**src/rtl/spi_cvt_pkg.sv**
```systemverilog
package spi_cvt_pkg;

    localparam int DATA_W    = 12;
    localparam int TAG_W     = 2;
    localparam int FRAME_LEN = 2 + TAG_W + DATA_W;
    localparam int CTRL_W    = 12;
    localparam int CNT_W     = $clog2(FRAME_LEN + 1);

    // falling-edge numbers that carry meaning inside a frame
    localparam int EDGE_WR   = 1;
    localparam int EDGE_CFG  = CTRL_W;
    localparam int EDGE_MUX  = 14;

    typedef enum logic [TAG_W-1:0] {
        CH_RATE = 2'b00,
        CH_TEMP = 2'b01,
        CH_AUX1 = 2'b10,
        CH_AUX2 = 2'b11
    } chan_e;

    // the eleven stored bits of the control word (word bits 10..0)
    typedef struct packed {
        logic       rsv_lo10;
        logic [1:0] free_hi;
        chan_e      chan;
        logic [1:0] rsv_hi;
        logic [1:0] free_lo;
        logic       rsv_lo1;
        logic       coding_bin;
    } ctrl_t;

    localparam ctrl_t CTRL_RESET = '{
        rsv_lo10:   1'b0,
        free_hi:    2'b00,
        chan:       CH_RATE,
        rsv_hi:     2'b11,
        free_lo:    2'b00,
        rsv_lo1:    1'b0,
        coding_bin: 1'b1
    };

    function automatic logic [DATA_W-1:0] apply_coding(
        input logic [DATA_W-1:0] raw,
        input logic              straight
    );
        apply_coding = straight ? raw : {~raw[DATA_W-1], raw[DATA_W-2:0]};
    endfunction

    function automatic logic [FRAME_LEN-1:0] build_word(
        input chan_e             tag,
        input logic [DATA_W-1:0] value
    );
        build_word = {2'b00, tag, value};
    endfunction

endpackage

```
**src/rtl/spi_cvt_sync.sv**
```systemverilog
module spi_cvt_sync
    #(parameter int STAGES = 2)
(
    input  logic clk,
    input  logic rst,
    input  logic cs_n_i,
    input  logic sclk_i,
    input  logic din_i,
    output logic cs_fall,
    output logic cs_rise,
    output logic sclk_fall,
    output logic din_s
);

    logic [STAGES-1:0] cs_q;
    logic [STAGES-1:0] sclk_q;
    logic [STAGES-1:0] din_q;
    logic              cs_d;
    logic              sclk_d;
    logic              cs_s;
    logic              sclk_s;

    for (genvar g = 0; g < STAGES; g++) begin : g_stage
        if (g == 0) begin : g_first
            always_ff @(posedge clk) begin
                if (rst) begin
                    cs_q[g]   <= 1'b1;
                    sclk_q[g] <= 1'b1;
                    din_q[g]  <= 1'b0;
                end else begin
                    cs_q[g]   <= cs_n_i;
                    sclk_q[g] <= sclk_i;
                    din_q[g]  <= din_i;
                end
            end
        end else begin : g_next
            always_ff @(posedge clk) begin
                if (rst) begin
                    cs_q[g]   <= 1'b1;
                    sclk_q[g] <= 1'b1;
                    din_q[g]  <= 1'b0;
                end else begin
                    cs_q[g]   <= cs_q[g-1];
                    sclk_q[g] <= sclk_q[g-1];
                    din_q[g]  <= din_q[g-1];
                end
            end
        end
    end

    assign cs_s   = cs_q[STAGES-1];
    assign sclk_s = sclk_q[STAGES-1];
    assign din_s  = din_q[STAGES-1];

    always_ff @(posedge clk) begin
        if (rst) begin
            cs_d   <= 1'b1;
            sclk_d <= 1'b1;
        end else begin
            cs_d   <= cs_s;
            sclk_d <= sclk_s;
        end
    end

    assign cs_fall   = cs_d & ~cs_s;
    assign cs_rise   = ~cs_d & cs_s;
    assign sclk_fall = sclk_d & ~sclk_s & ~cs_s;

endmodule

```
**src/rtl/spi_cvt_frame.sv**
```systemverilog
module spi_cvt_frame
    import spi_cvt_pkg::*;
(
    input  logic             clk,
    input  logic             rst,
    input  logic             cs_fall,
    input  logic             cs_rise,
    input  logic             sclk_fall,
    input  logic             din_s,
    output logic             fall_ev,
    output logic [CNT_W-1:0] fall_no,
    output ctrl_t            ctrl_q,
    output chan_e            mux_q
);

    logic [CNT_W-1:0]  cnt;
    logic              inframe;
    logic              wr_en;
    logic [CTRL_W-2:0] shadow;
    ctrl_t             shadow_view;

    assign shadow_view = ctrl_t'(shadow);
    assign fall_ev     = sclk_fall & inframe & (cnt < CNT_W'(FRAME_LEN));
    assign fall_no     = cnt + CNT_W'(1);

    always_ff @(posedge clk) begin
        if (rst) begin
            cnt     <= '0;
            inframe <= 1'b0;
            wr_en   <= 1'b0;
            shadow  <= '0;
            ctrl_q  <= CTRL_RESET;
            mux_q   <= CH_RATE;
        end else if (cs_rise) begin
            // frame cut short: drop the shadow, put the mux back
            if (inframe) begin
                inframe <= 1'b0;
                mux_q   <= ctrl_q.chan;
            end
        end else if (cs_fall) begin
            cnt     <= '0;
            inframe <= 1'b1;
            wr_en   <= 1'b0;
        end else if (fall_ev) begin
            cnt <= fall_no;
            if (fall_no == CNT_W'(EDGE_WR)) begin
                wr_en <= din_s;
            end else if (fall_no <= CNT_W'(EDGE_CFG)) begin
                shadow <= {shadow[CTRL_W-3:0], din_s};
            end
            if (fall_no == CNT_W'(EDGE_MUX) && wr_en) begin
                mux_q <= shadow_view.chan;
            end
            if (fall_no == CNT_W'(FRAME_LEN)) begin
                inframe <= 1'b0;
                if (wr_en) begin
                    ctrl_q <= shadow_view;
                end
            end
        end
    end

endmodule

```
**src/rtl/spi_cvt_tx.sv**
```systemverilog
module spi_cvt_tx
    import spi_cvt_pkg::*;
(
    input  logic              clk,
    input  logic              rst,
    input  logic              cs_fall,
    input  logic              cs_rise,
    input  logic              fall_ev,
    input  logic [CNT_W-1:0]  fall_no,
    input  logic [DATA_W-1:0] sample,
    input  chan_e             tag,
    input  logic              coding_bin,
    output logic              dout,
    output logic              dout_oe
);

    logic [FRAME_LEN-1:0] word;

    always_ff @(posedge clk) begin
        if (rst) begin
            word    <= '0;
            dout_oe <= 1'b0;
        end else if (cs_rise) begin
            dout_oe <= 1'b0;
        end else if (cs_fall) begin
            word    <= build_word(tag, apply_coding(sample, coding_bin));
            dout_oe <= 1'b1;
        end else if (fall_ev && dout_oe) begin
            if (fall_no == CNT_W'(FRAME_LEN)) begin
                dout_oe <= 1'b0;
            end else begin
                word <= {word[FRAME_LEN-2:0], 1'b0};
            end
        end
    end

    assign dout = dout_oe & word[FRAME_LEN-1];

endmodule

```
**src/rtl/spi_cvt_slave.sv**
```systemverilog
module spi_cvt_slave
    import spi_cvt_pkg::*;
#(
    parameter int SYNC_STAGES = 2
)(
    input  logic              clk,
    input  logic              rst,
    input  logic              cs_n,
    input  logic              sclk,
    input  logic              din,
    input  logic [DATA_W-1:0] smp_data,
    output logic              dout,
    output logic              dout_oe,
    output logic [TAG_W-1:0]  chan_sel
);

    logic             cs_fall;
    logic             cs_rise;
    logic             sclk_fall;
    logic             din_s;
    logic             fall_ev;
    logic [CNT_W-1:0] fall_no;
    ctrl_t            ctrl_q;
    chan_e            mux_q;

    spi_cvt_sync #(.STAGES(SYNC_STAGES)) u_sync (
        .clk       (clk),
        .rst       (rst),
        .cs_n_i    (cs_n),
        .sclk_i    (sclk),
        .din_i     (din),
        .cs_fall   (cs_fall),
        .cs_rise   (cs_rise),
        .sclk_fall (sclk_fall),
        .din_s     (din_s)
    );

    spi_cvt_frame u_frame (
        .clk       (clk),
        .rst       (rst),
        .cs_fall   (cs_fall),
        .cs_rise   (cs_rise),
        .sclk_fall (sclk_fall),
        .din_s     (din_s),
        .fall_ev   (fall_ev),
        .fall_no   (fall_no),
        .ctrl_q    (ctrl_q),
        .mux_q     (mux_q)
    );

    spi_cvt_tx u_tx (
        .clk        (clk),
        .rst        (rst),
        .cs_fall    (cs_fall),
        .cs_rise    (cs_rise),
        .fall_ev    (fall_ev),
        .fall_no    (fall_no),
        .sample     (smp_data),
        .tag        (ctrl_q.chan),
        .coding_bin (ctrl_q.coding_bin),
        .dout       (dout),
        .dout_oe    (dout_oe)
    );

    assign chan_sel = mux_q;

endmodule

```
**config.mk**
```make
export PLATFORM = sky130hd
export DESIGN_NAME = spi_cvt_slave
export DESIGN_NICKNAME = d
export VERILOG_FILES = /design/src/rtl/spi_cvt_pkg.sv /design/src/rtl/spi_cvt_sync.sv /design/src/rtl/spi_cvt_frame.sv /design/src/rtl/spi_cvt_tx.sv /design/src/rtl/spi_cvt_slave.sv
export SDC_FILE = /design/constraint.sdc
export NUM_CORES = 1
export LEC_CHECK = 0
export ABC_AREA = 1
export BUFFER_PORTS_ARGS = -buffer_cell sky130_fd_sc_hd__buf_2
export CAP_MARGIN = 20
export CORE_MARGIN = 2
export CORE_UTILIZATION = 54
export DETAILED_ROUTE_END_ITERATION = 7
export PLACE_DENSITY = 0.76
export SETUP_SLACK_MARGIN = 0.15
export SLEW_MARGIN = 15
export SYNTH_ARGS = -nofsm -noshare
export SYNTH_HDL_FRONTEND = slang
export SYNTH_HIERARCHICAL = 1
export SYNTH_SLANG_ARGS = --single-unit
```
**constraint.sdc**
```tcl
create_clock -name clk -period 1.6 [get_ports clk]
set_input_delay 0.32 -clock clk [delete_from_list [all_inputs] [get_ports clk]]
set_output_delay 0.32 -clock clk [all_outputs]
set_load 0.01 [all_outputs]
```
Word level (Yosys, flattened, before mapping)
Index checks and enable logic that the tools add are counted.
- output and inout port bits: 4
- register bits after elaboration: 45
- bitwise logic cells: 14
- equal/unequal tests: 6
- $add $sub $neg: 1
- multiplexer cells: 19
- reductions and logical operators: 17
- order comparisons: 2
- operators by type and width (cell ; number):
    $mux 16 ; 3
    $mux 12 ; 1
    $reduce_bool 2->1 ; 6
    $mux 2 ; 5
    $mux 5 ; 2
    $reduce_and 5->1 ; 2
    $mux 1 ; 8
    $and 1x1->1 ; 7
    $not 1->1 ; 7
    $reduce_and 2->1 ; 3
    $reduce_and 3->1 ; 2
    $add 5x1->5 const B ; 1
    $eq 5x1->1 const B ; 1
    $eq 5x4->1 const B ; 1
    $eq 5x5->1 const B ; 1
    $le 5x4->1 const B ; 1
    $lt 5x5->1 const B ; 1
    $ne 2x1->1 const B ; 2
    $reduce_and 4->1 ; 1
    $logic_and 1x1->1 ; 2
    $ne 2x2->1 const B ; 1
    $reduce_or 2->1 ; 1

Longest topological paths before layout
Gate-level depths: netlist of the first run.
- depth after elaboration: 8
- gate-level depth with buffers: 13
- mapped depth without buffers: 12

Hierarchy
Netlist of the first run, hierarchy kept.
- modules (own cells, without submodules) (module ; times used ; area each (um^2) ; cells each):
    spi_cvt_frame ; 1 ; 1525.2 ; 224
    spi_cvt_tx ; 1 ; 992.2 ; 148
    spi_cvt_sync ; 1 ; 235.2 ; 24

Worst setup path before layout of the first run
OpenSTA, ideal clock, no wires.
- kind: reg2reg
- from: register u_frame.cnt[0]
- to: register u_tx.word[10]
- stages on the path, launching flop included: 12
- arrival: 1.616 ns
- clock period less this slack: 1.727 ns
- buffers on the path: 1
- setup slack: -0.127 ns
- library setup time: 0.111 ns
- data required time: 1.489 ns
- cells stage by stage: dfxtp_1 > ha_1 > nand4_1 > nand2_4 > inv_1 > nor2_1 > nand3_2 > nand2_4 > inv_4 > buf_8 > nor2_2 > nor2_2
- elaborated cells on any way between the ends: 8
- RTL lines (item ; RTL line ; RTL):
    start, declared ; spi_cvt_frame.sv:16 ; logic [CNT_W-1:0] cnt;
    start signal, assigned ; spi_cvt_frame.sv:45 ; cnt <= fall_no;
    $add 5x1->5 ; spi_cvt_frame.sv:24 ; assign fall_no = cnt + CNT_W'(1);
    named net fall_no[4] ; spi_cvt_slave.sv:22 ; logic [CNT_W-1:0] fall_no;
    $eq 5x5->1 ; spi_cvt_tx.sv:29 ; if (fall_no == CNT_W'(FRAME_LEN)) begin
    $ne 2x2->1 (no source line) ; - ;
    $reduce_and 3->1 (no source line) ; - ;
    end signal, assigned ; spi_cvt_tx.sv:26 ; word <= build_word(tag, apply_coding(sample, coding_bin));
    end signal, assigned ; spi_cvt_tx.sv:32 ; word <= {word[FRAME_LEN-2:0], 1'b0};
    end, declared ; spi_cvt_tx.sv:17 ; logic [FRAME_LEN-1:0] word;
The timed path passes the listed nets, and every way through them passes these cells.
A chain may end at the register's enable or synchronous reset.

Worst setup path in the final report of the first run
- from: register u_frame.cnt[0]
- to: register u_tx.word[11]
The elaborated chain is that of the path after synthesis.

==> results of run 1 <==
-- stage by stage --
| step | area [um^2] | hold WS, ps |
|---|---|---|
| floorplan | 2450 | 379 |
| global placement | 2640 | 389 |
| detailed placement | 2640 | 389 |
| CTS | 2780 | 186 |
| global route | 3060 | 206 |
| finish | 3060 | 190 |
-- critical path, delay by kind of cell (launching register included) --
| family | cells | cell delay (ps) |
|---|---|---|
| fa+ha+maj | 1 | 160 |
| buf+inv | 2 | 170 |
| simple gates | 8 | 840 |
| flops | 1 | 390 |
-- final cells by class --
cell class | instances | area (um^2)
timing repair buffer | 48 | 378
timing repair inverter | 1 | 8.76
multi-input combinational | 231 | 1400
clock buffer | 6 | 72.6
inverter | 51 | 209
fill | 356 | 1240
tap | 52 | 65.1
clock inverter | 2 | 10.0
sequential | 45 | 912
-- how the worst min path moves through the flow --
| stage | start | to | depth (start not counted) |
|---|---|---|---|
| 3_5_place_dp | u_sync/cs_q[0]$_SDFF_PP1_ | u_sync/cs_s$_SDFF_PP1_ | 1 |
| 6_report | sclk | u_sync/sclk_q[0]$_SDFF_PP1_ | 2 |
| 3_3_place_gp | u_sync/sclk_q[0]$_SDFF_PP1_ | u_sync/sclk_s$_SDFF_PP1_ | 1 |
| 4_1_cts | sclk | u_sync/sclk_q[0]$_SDFF_PP1_ | 2 |
| 5_1_grt | sclk | u_sync/sclk_q[0]$_SDFF_PP1_ | 2 |
| 2_1_floorplan | rst | u_frame/cnt[1]$_SDFFE_PP0P_ | 1 |
-- metal layers --
metal  up-vias  share of wire (%)
met5         -                  0
met4         0                2.7
met3        15                4.0
met2        52                 53
met1       958                 40
li1       1117                  -
-- registers in the layout (all words and copies together) (netlist names), 2 cells and up --
signal and count:
u_frame/ctrl_q 3, u_frame/cnt 5, u_frame/mux_q 2, u_frame/shadow 8, u_tx/word 16
-- power by group through the flow --
stage	clock network, uW	registers [uW]	logic (uW)
floorplan	0	1190	148
global placement	0	1200	199
detailed placement	0	1200	203
CTS	707	1170	208
global route	754	1180	268
finish	685	1180	240
-- timing repair --
| action | in CTS | in global routing |
|---|---|---|
| pin swaps | 4 | 30 |
| setup buffers | 3 | 6 |
| resized for setup | 13 | 45 |
| setup endpoints to repair | 29 | 32 |
| cloned | 0 | 4 |
-- cells in the final DEF (no fill, tap or decap), drive strengths merged, types with 2 or more instances in the layout --
cell and count:
dfxtp 45, nor2 71, inv 50, nand3 27, o21ai 4, a21oi 23, nand2 90, clkbuf 8
buf 46, o211ai 2, or2 6, ha 4, clkinv 4, nand4 2
==> flow_results.org, run 1 <==
** Final layout
- For this run, the post-layout net count is just over 400.
- Relative to the synthesized area, the layout overhead comes to 29.5%.
- The post-route netlist has 37.5% of its cells at a drive strength greater than 1.
- The repair_antennas step left the layout with diodes totalling 0.
- Fin util :: 71.2%
- The finished layout holds 436 standard cells, fillers aside.

** Timing
- Measured against its own limit, the worst slew margin works out to 80.0%.
- Setup repair after global routing could not meet its margin everywhere.
- Adding up every negative setup slack in the final design gives -267 ps.
- Smallest setup slack after layout :: -59.9 ps
- Setup violations remaining at the end of the flow were counted as 13.
- For this run, the top clock speed supported by timing is between 0.6 and 0.7 GHz.
- Period minus WS final :: about 1700 ps
- Final period utilization :: 104%
- Number of failing hold endpoints at the final stage :: 0
- Final Max Slew Viols :: 0
- On the final layout, the worst clock skew is 6.53 ps.
- For the pin with the worst max-slew slack, the measured transition is around 300 ps.

** Clock network
- Clock-pin slew of the registers on the worst-case setup and hold paths :: roughly 80 ps
- Buffers inserted during clock tree synthesis total 5.
- Clock latency on the worst-skew pair :: ~300 ps
- Hold bufs inserted after CTS :: 0
- TritonCTS built the clock tree.
- H-tree Lvls :: 2
- Buffer type at the clock tree root :: sky130_fd_sc_hd__clkbuf_8
- No sink is reached through more buffers than the 2 on the longest clock path.
- The tree built by TritonCTS fans out to 45 sinks.

** Power and ir drop
- The clock network accounts for between 30% and 40% of the total power.
- Reported net switching power :: roughly 540 uW
- Power Density :: a little under 700 nW/um^2
- The completed layout was analyzed and its total power is between 2000 and 2500 uW.
- Per report_power, the sequential group accounts for between 50% and 60% of the total.
- Highest ir drop seen on vdd :: between 0.5 and 0.6 mV
- Part of the power in combinational logic :: roughly 11%
- Internal power component :: around 1600 uW
- Summed over all cells, the static leakage comes to 0.00140 uW.
- Sw Ratio :: roughly 26%

** Floorplanning
- Core Footprint :: between 4000 and 5000 um^2
- DIE WIDTH :: roughly 70 um
- In this run the count of I/O pins placed on the die edge is 21.
- Number of placement rows :: 24
- For this configuration, the core starts out at a cell density of 55.0%.
- The die covers 4920 um^2.
- Height of the die :: approximately 70 um

** Worst setup path
- At the worst endpoint, the required time is around 1800 ps.
- Among the stages of the critical path, the cell type that occurs most often is sky130_fd_sc_hd__nand2_2.
- The number of cells on the worst reg-to-reg path is 11.
- FF-to-FF setup slack :: -60 ps
- Endpoint class of the critical path :: flop
- In this run the critical register-to-register path is launched from u_frame/cnt[0]$_SDFFE_PP0P_.
- In this run the worst setup path begins at u_frame/cnt[0]$_SDFFE_PP0P_.
- On the worst path, the slowest cell contributes a delay of around 390 ps.
- The endpoint identified for the worst register-to-register timing path is u_tx/word[11]$_SDFFE_PP0P_.
- Destination of the critical timing path :: u_tx/word[11]$_SDFFE_PP0P_
- On the critical path, the stage with the largest delay is an instance of sky130_fd_sc_hd__dfxtp_4.
- STA puts the critical path data arrival time at approximately 1900 ps.
- STA classifies the critical path startpoint as a flop.
- In this run the worst path has a maximum fanout of 6.
- The critical path goes through ha_4 -> nand4_1 -> nand2_4 -> inv_2 -> nor2_4 -> nand3_4 -> nand2_8 -> buf_6 -> nand2_2 -> nand2_2 -> nor2_2.
- The setup path with the least slack is of type flop to flop.

** GRT
- Global-route met3 utilization :: 4.33%
- Global-route wire length before repair :: about 8.3 mm
- Number of antenna violations at the first check in global routing :: 0
- Via count of the first global-routing pass :: 1908
- Entering global routing, the biggest net connects 17 pins.
- In the global route stage, overall resource usage came out at between 20% and 30%.
- Busiest metal layer after global routing :: met2
- Met2 GRT Util :: 38.3%
- For met1 alone, demand over resource in global routing was 24.3%.
- Global-route congestion overflow total :: 0

** Route
- Number of vias after detailed routing :: ~2100
- For this run, design rule violations remaining after detail routing come to 0.
- Detail-routed via count per cell :: 4.91
- Drt pass-1 iters :: 4
- Once detail routing completed, the nets flagged for antenna violations numbered 0.
- In the final routed layout, each cell accounts on average for 12.3 um.
- Total length of routed wires :: 5.35 mm
- In this run, the number of DRC markers left after iteration 0 of detailed routing was 91.

** Synthesis
- The Yosys step of the flow raised 6 warnings.
- A synthesized cell averages about 7 um^2.
- Combined area of all synthesized cells :: around 2400 um^2
- Synthesis produced a netlist whose cell count is between 300 and 400.
- The number of nets handed over by synthesis was 361.

** Outcome
- Result of the run :: complete, but fails checks
- The final reports fail on setup timing.

** Placed design
- RD Place Congestion :: around 0.86
- The number of placed instances, taps included, is 415.
- Detailed placer's ending HPWL :: 3.33 mm
- Prior to clock tree synthesis, the placed netlist has a worst setup slack of around 3.3 ps.
- In this run the tool buffered the top-level ports with 20 buffer cells.

** Run
- Across the run, the number of max-cap violations was 0.

** Worst hold path
- Class of the tightest hold or removal check :: input port to flop
Note: power is estimated with default switching activity, not from simulation.
==> run 2, diff against run 1 <==
--- a/config.mk
+++ b/config.mk
@@ -8,7 +8,6 @@
 export ABC_AREA = 1
 export BUFFER_PORTS_ARGS = -buffer_cell sky130_fd_sc_hd__buf_2
 export CAP_MARGIN = 20
-export CORE_MARGIN = 2
 export CORE_UTILIZATION = 54
 export DETAILED_ROUTE_END_ITERATION = 7
 export PLACE_DENSITY = 0.76
==> constraint.sdc (replaced) <==
create_clock -name clk -period 1.6 [get_ports clk]
set_input_delay 0.32 -clock clk [delete_from_list [all_inputs] [get_ports clk]]
set_output_delay 0.32 -clock clk [all_outputs]
set_load 0.1 [all_outputs]
==> run 2 against run 1 <==
Compared with the run above: the run now ends clean; combinational power shrank 3%; clock skew up 2.1 ps; critical path depth is 1 lower; sequential cell count did not move; first-iteration DRC count shrank 15%; sequential share of layout area grew 1.1 points; utilization rose by 1.1 points.
==> flow_results.org, run 2 (synthesis gave the netlist of run 1 again) <==
** Route
- The post-route antenna net violation count was 0 (unchanged).
- The residual DRC count is 0 (unchanged).
- Detail-routed via count per cell :: 4.95 (+0.73%)
- The number of search-and-repair iterations in the first detailed-routing pass is 4 (unchanged).
- The via total after detailed routing is 2113 (-1.4%).
- Total length of routed wires :: 4.80 mm (-10%)
- Post-DR wirelength/cell :: 11.3 um (-8.3%)
- The iteration-0 DRC count of the detailed router came to 77 (-15%).

** Timing
- Number of failing hold endpoints at the final stage :: 0 (unchanged)
- Worst slew margin relative to its limit :: 67.8% (-12 points)
- Setup clock skew after layout :: 8.61 ps (+2.08 ps)
- Number of failing setup endpoints in the final timing report :: 0 (-13)
- The transition at the pin with the smallest max-transition slack is 486 ps (+189 ps).
- Setup repair after global routing missed its margin :: true
- Final Max Slew Viols :: 0 (unchanged)
- Max Clk Rate :: 0.634 GHz (+5.2%)
- Accumulated negative setup slack :: 0 ps (+267 ps)
- The final period utilization is 98.6% (-5.1 points).
- The final period demand of the worst path was 1580 ps (-82.4 ps).

** Outcome
- Result of the run :: completed

** Placed design
- The cell area reported after detailed placement was 2590 um^2 (-2.0%).
- Number of I/O port buffers :: 20 (unchanged)
- Detailed placer's ending HPWL :: 3.11 mm (-6.4%)
- RD Place Congestion :: 0.865 (+0.24%)

** Power and ir drop
- Power Density :: 719 nW/um^2 (+4.6%)
- The largest vdd supply drop came to 0.488 mV (-10%).
- The static power due to leakage is 0.00131 uW (-6.3%).
- Overall power consumption :: 2120 uW (+1.1%)

** Clock network
- TritonCTS clock tree :: done
- The source-to-sink clock delay at the later pin of the worst-skew pair is 300 ps (about the same).
- The clock transition at the registers of the reported paths was 80 ps (about the same).
- In this run the clock root is driven by a sky130_fd_sc_hd__clkbuf_8.
- H-tree Lvls :: 2 (unchanged)
- Hold bufs inserted after CTS :: 0 (unchanged)
- Clk sinks :: 45 (unchanged)
- Number of buffers created by CTS :: 5 (unchanged)
- Buffer depth of the longest clock path :: 2 (unchanged)

** Floorplanning
- Die Outline Area :: 4640 um^2 (-5.6%)
- DIE WIDTH :: 68.1 um (-2.9%)
- The vertical die dimension was 68.1 um (-2.9%).
- Starting density of the core :: 57.8% (+2.8 points)
- IO Pins :: 21 (unchanged)
- The core footprint is 4090 um^2 (-4.8%).
- The standard-cell row count was 23 (-4.2%).

** Final layout
- The register area came to 915 um^2 (+0.27%).
- The core utilization of the finished layout came to 72.3% (+1.1 points).
- # nets final :: 398 (-1.5%)
- Max FFs per register :: 16 (unchanged)
- Total of fill cells in the finished design :: 328 (-7.9%)
- The multi-input logic area came to 1360 um^2 (-3.0%).
- The number of antenna cells inserted came to 0 (unchanged).
- Register name with the most flops :: u_tx/word
- The layout cell share with drive strength beyond 1 was 36.9% (-0.63 points).
- Area overhead of the layout relative to synthesis :: 25.1%
- The largest registers in the layout are u_tx/word: 16 flops, u_frame/shadow: 8 flops, u_frame/cnt: 5 flops.
- Leading cell type in the layout, fill and taps excluded :: sky130_fd_sc_hd__nand2_1
- The final design area excluding fillers was 2950 um^2 (-3.4%).
- Most frequent cells in the layout :: 68 x sky130_fd_sc_hd__nand2_1, 40 x sky130_fd_sc_hd__inv_1, 40 x sky130_fd_sc_hd__dfxtp_1

** Worst setup path
- The signal on the critical path passes through ha_4 -> nand4_1 -> nand2_4 -> inv_2 -> nor2_4 -> nand3_4 -> nand2_4 -> inv_8 -> nor2_1 -> nor2_1.
- The worst setup path is of the flop to flop kind.
- The arrival time reported for the critical path endpoint was 1780 ps (-80 ps).
- Among all stages on the critical path, the largest delay is contributed by sky130_fd_sc_hd__dfxtp_4.
- The data required time of the critical path was 1800 ps (about the same).
- Kind of launch point of the worst setup path :: flop
- Max incr delay on CP :: 390 ps (about the same)
- Endpoint class of the critical path :: flop
- Largest driver fanout on the critical path :: 14 (+8)

** GRT
- Number of antenna violations at the first check in global routing :: 0 (unchanged)
- The global-route total usage across every layer is 22.3% (+1.2 points).
- The first-pass GRT wire length came to 7.79 mm (-6.1%).
- Via count of the first global-routing pass :: 1831 (-4.0%)
- The global route total overflow came to 0 (unchanged).
- Maximum number of pins on one net before global-route repair :: 17 (unchanged)

** Run
- The number of maximum-capacitance constraint violations came to 0 (unchanged).

** Worst hold path
- The path class of the tightest hold or removal check is input port to flop.
==> run 2: changes by cell type in the layout (fill, tap and decap cells not counted), sizes merged <==
cell,change
clkinvlp,+1
clkinv,-2
clkbuf,-2
inv,-1
buf,-3
==> run 2: final cells by class <==
| cell class | instances | area share (%) |
|---|---|---|
| timing repair buffer | 43 | 10.8 |
| multi-input combinational | 231 | 46.0 |
| tap | 50 | 2.12 |
| inverter | 51 | 7.12 |
| clock buffer | 6 | 2.80 |
| sequential | 45 | 31.0 |
| clock inverter | 1 | 0.212 |
==> run 2: final timing paths <==
check                                                  from                           to  slack (ps)  depth (start not counted)
worst min register to register   u_sync/din_q[0]$_SDFF_PP0_      u_sync/din_s$_SDFF_PP0_         410                          2
worst max register to register  u_frame/cnt[1]$_SDFFE_PP0P_    u_tx/word[3]$_SDFFE_PP0P_          20                         10
worst max-delay path            u_frame/cnt[1]$_SDFFE_PP0P_    u_tx/word[3]$_SDFFE_PP0P_          20                         10
worst min-delay path                                   sclk  u_sync/sclk_q[0]$_SDFF_PP1_         200                          2
==> run 2: stage by stage <==
stage	setup WS, ps	cells	hold slack [ps]
finish	22.5	427	195
global route	-67.5	427	188
CTS	24.4	424	186
detailed placement	-73.1	407	401
global placement	-46.7	407	390
floorplan	21.6	340	379
==> run 2: metal layers <==
metal  routed length, um  global-route usage, %  vias to the layer above  part of all wire [%]
li1                    -                      -                     1103                     -
met1                2110                   26.0                      965                    44
met2                2440                   39.1                       36                    51
met3                 166                   5.00                        9                   3.5
met4                  84                   9.11                        0                   1.7
met5                   0                      0                        -                     0
==> run 2: power by group <==
| part | switching, uW | internal, uW |
|---|---|---|
| Sequential | 25.0 | 1150 |
| Combinational | 135 | 99.0 |
| Clock | 375 | 343 |
==> run 2: timing repair <==
item,in CTS,in global routing
hold endpoints to repair,0,0
setup buffers,9,3
endpoints found under the setup margin,34,38
resized for setup,13,44
gates cloned,1,0
pin swaps,6,12
==> run 2: critical path: cells and delay by family, from the launching register on <==
kind / cells / cell delay [ps]
buffers and inverters: 2 / 140
flip-flops: 1 / 390
adder cells (fa/ha/maj): 1 / 150
AND/OR/NAND/NOR: 7 / 780
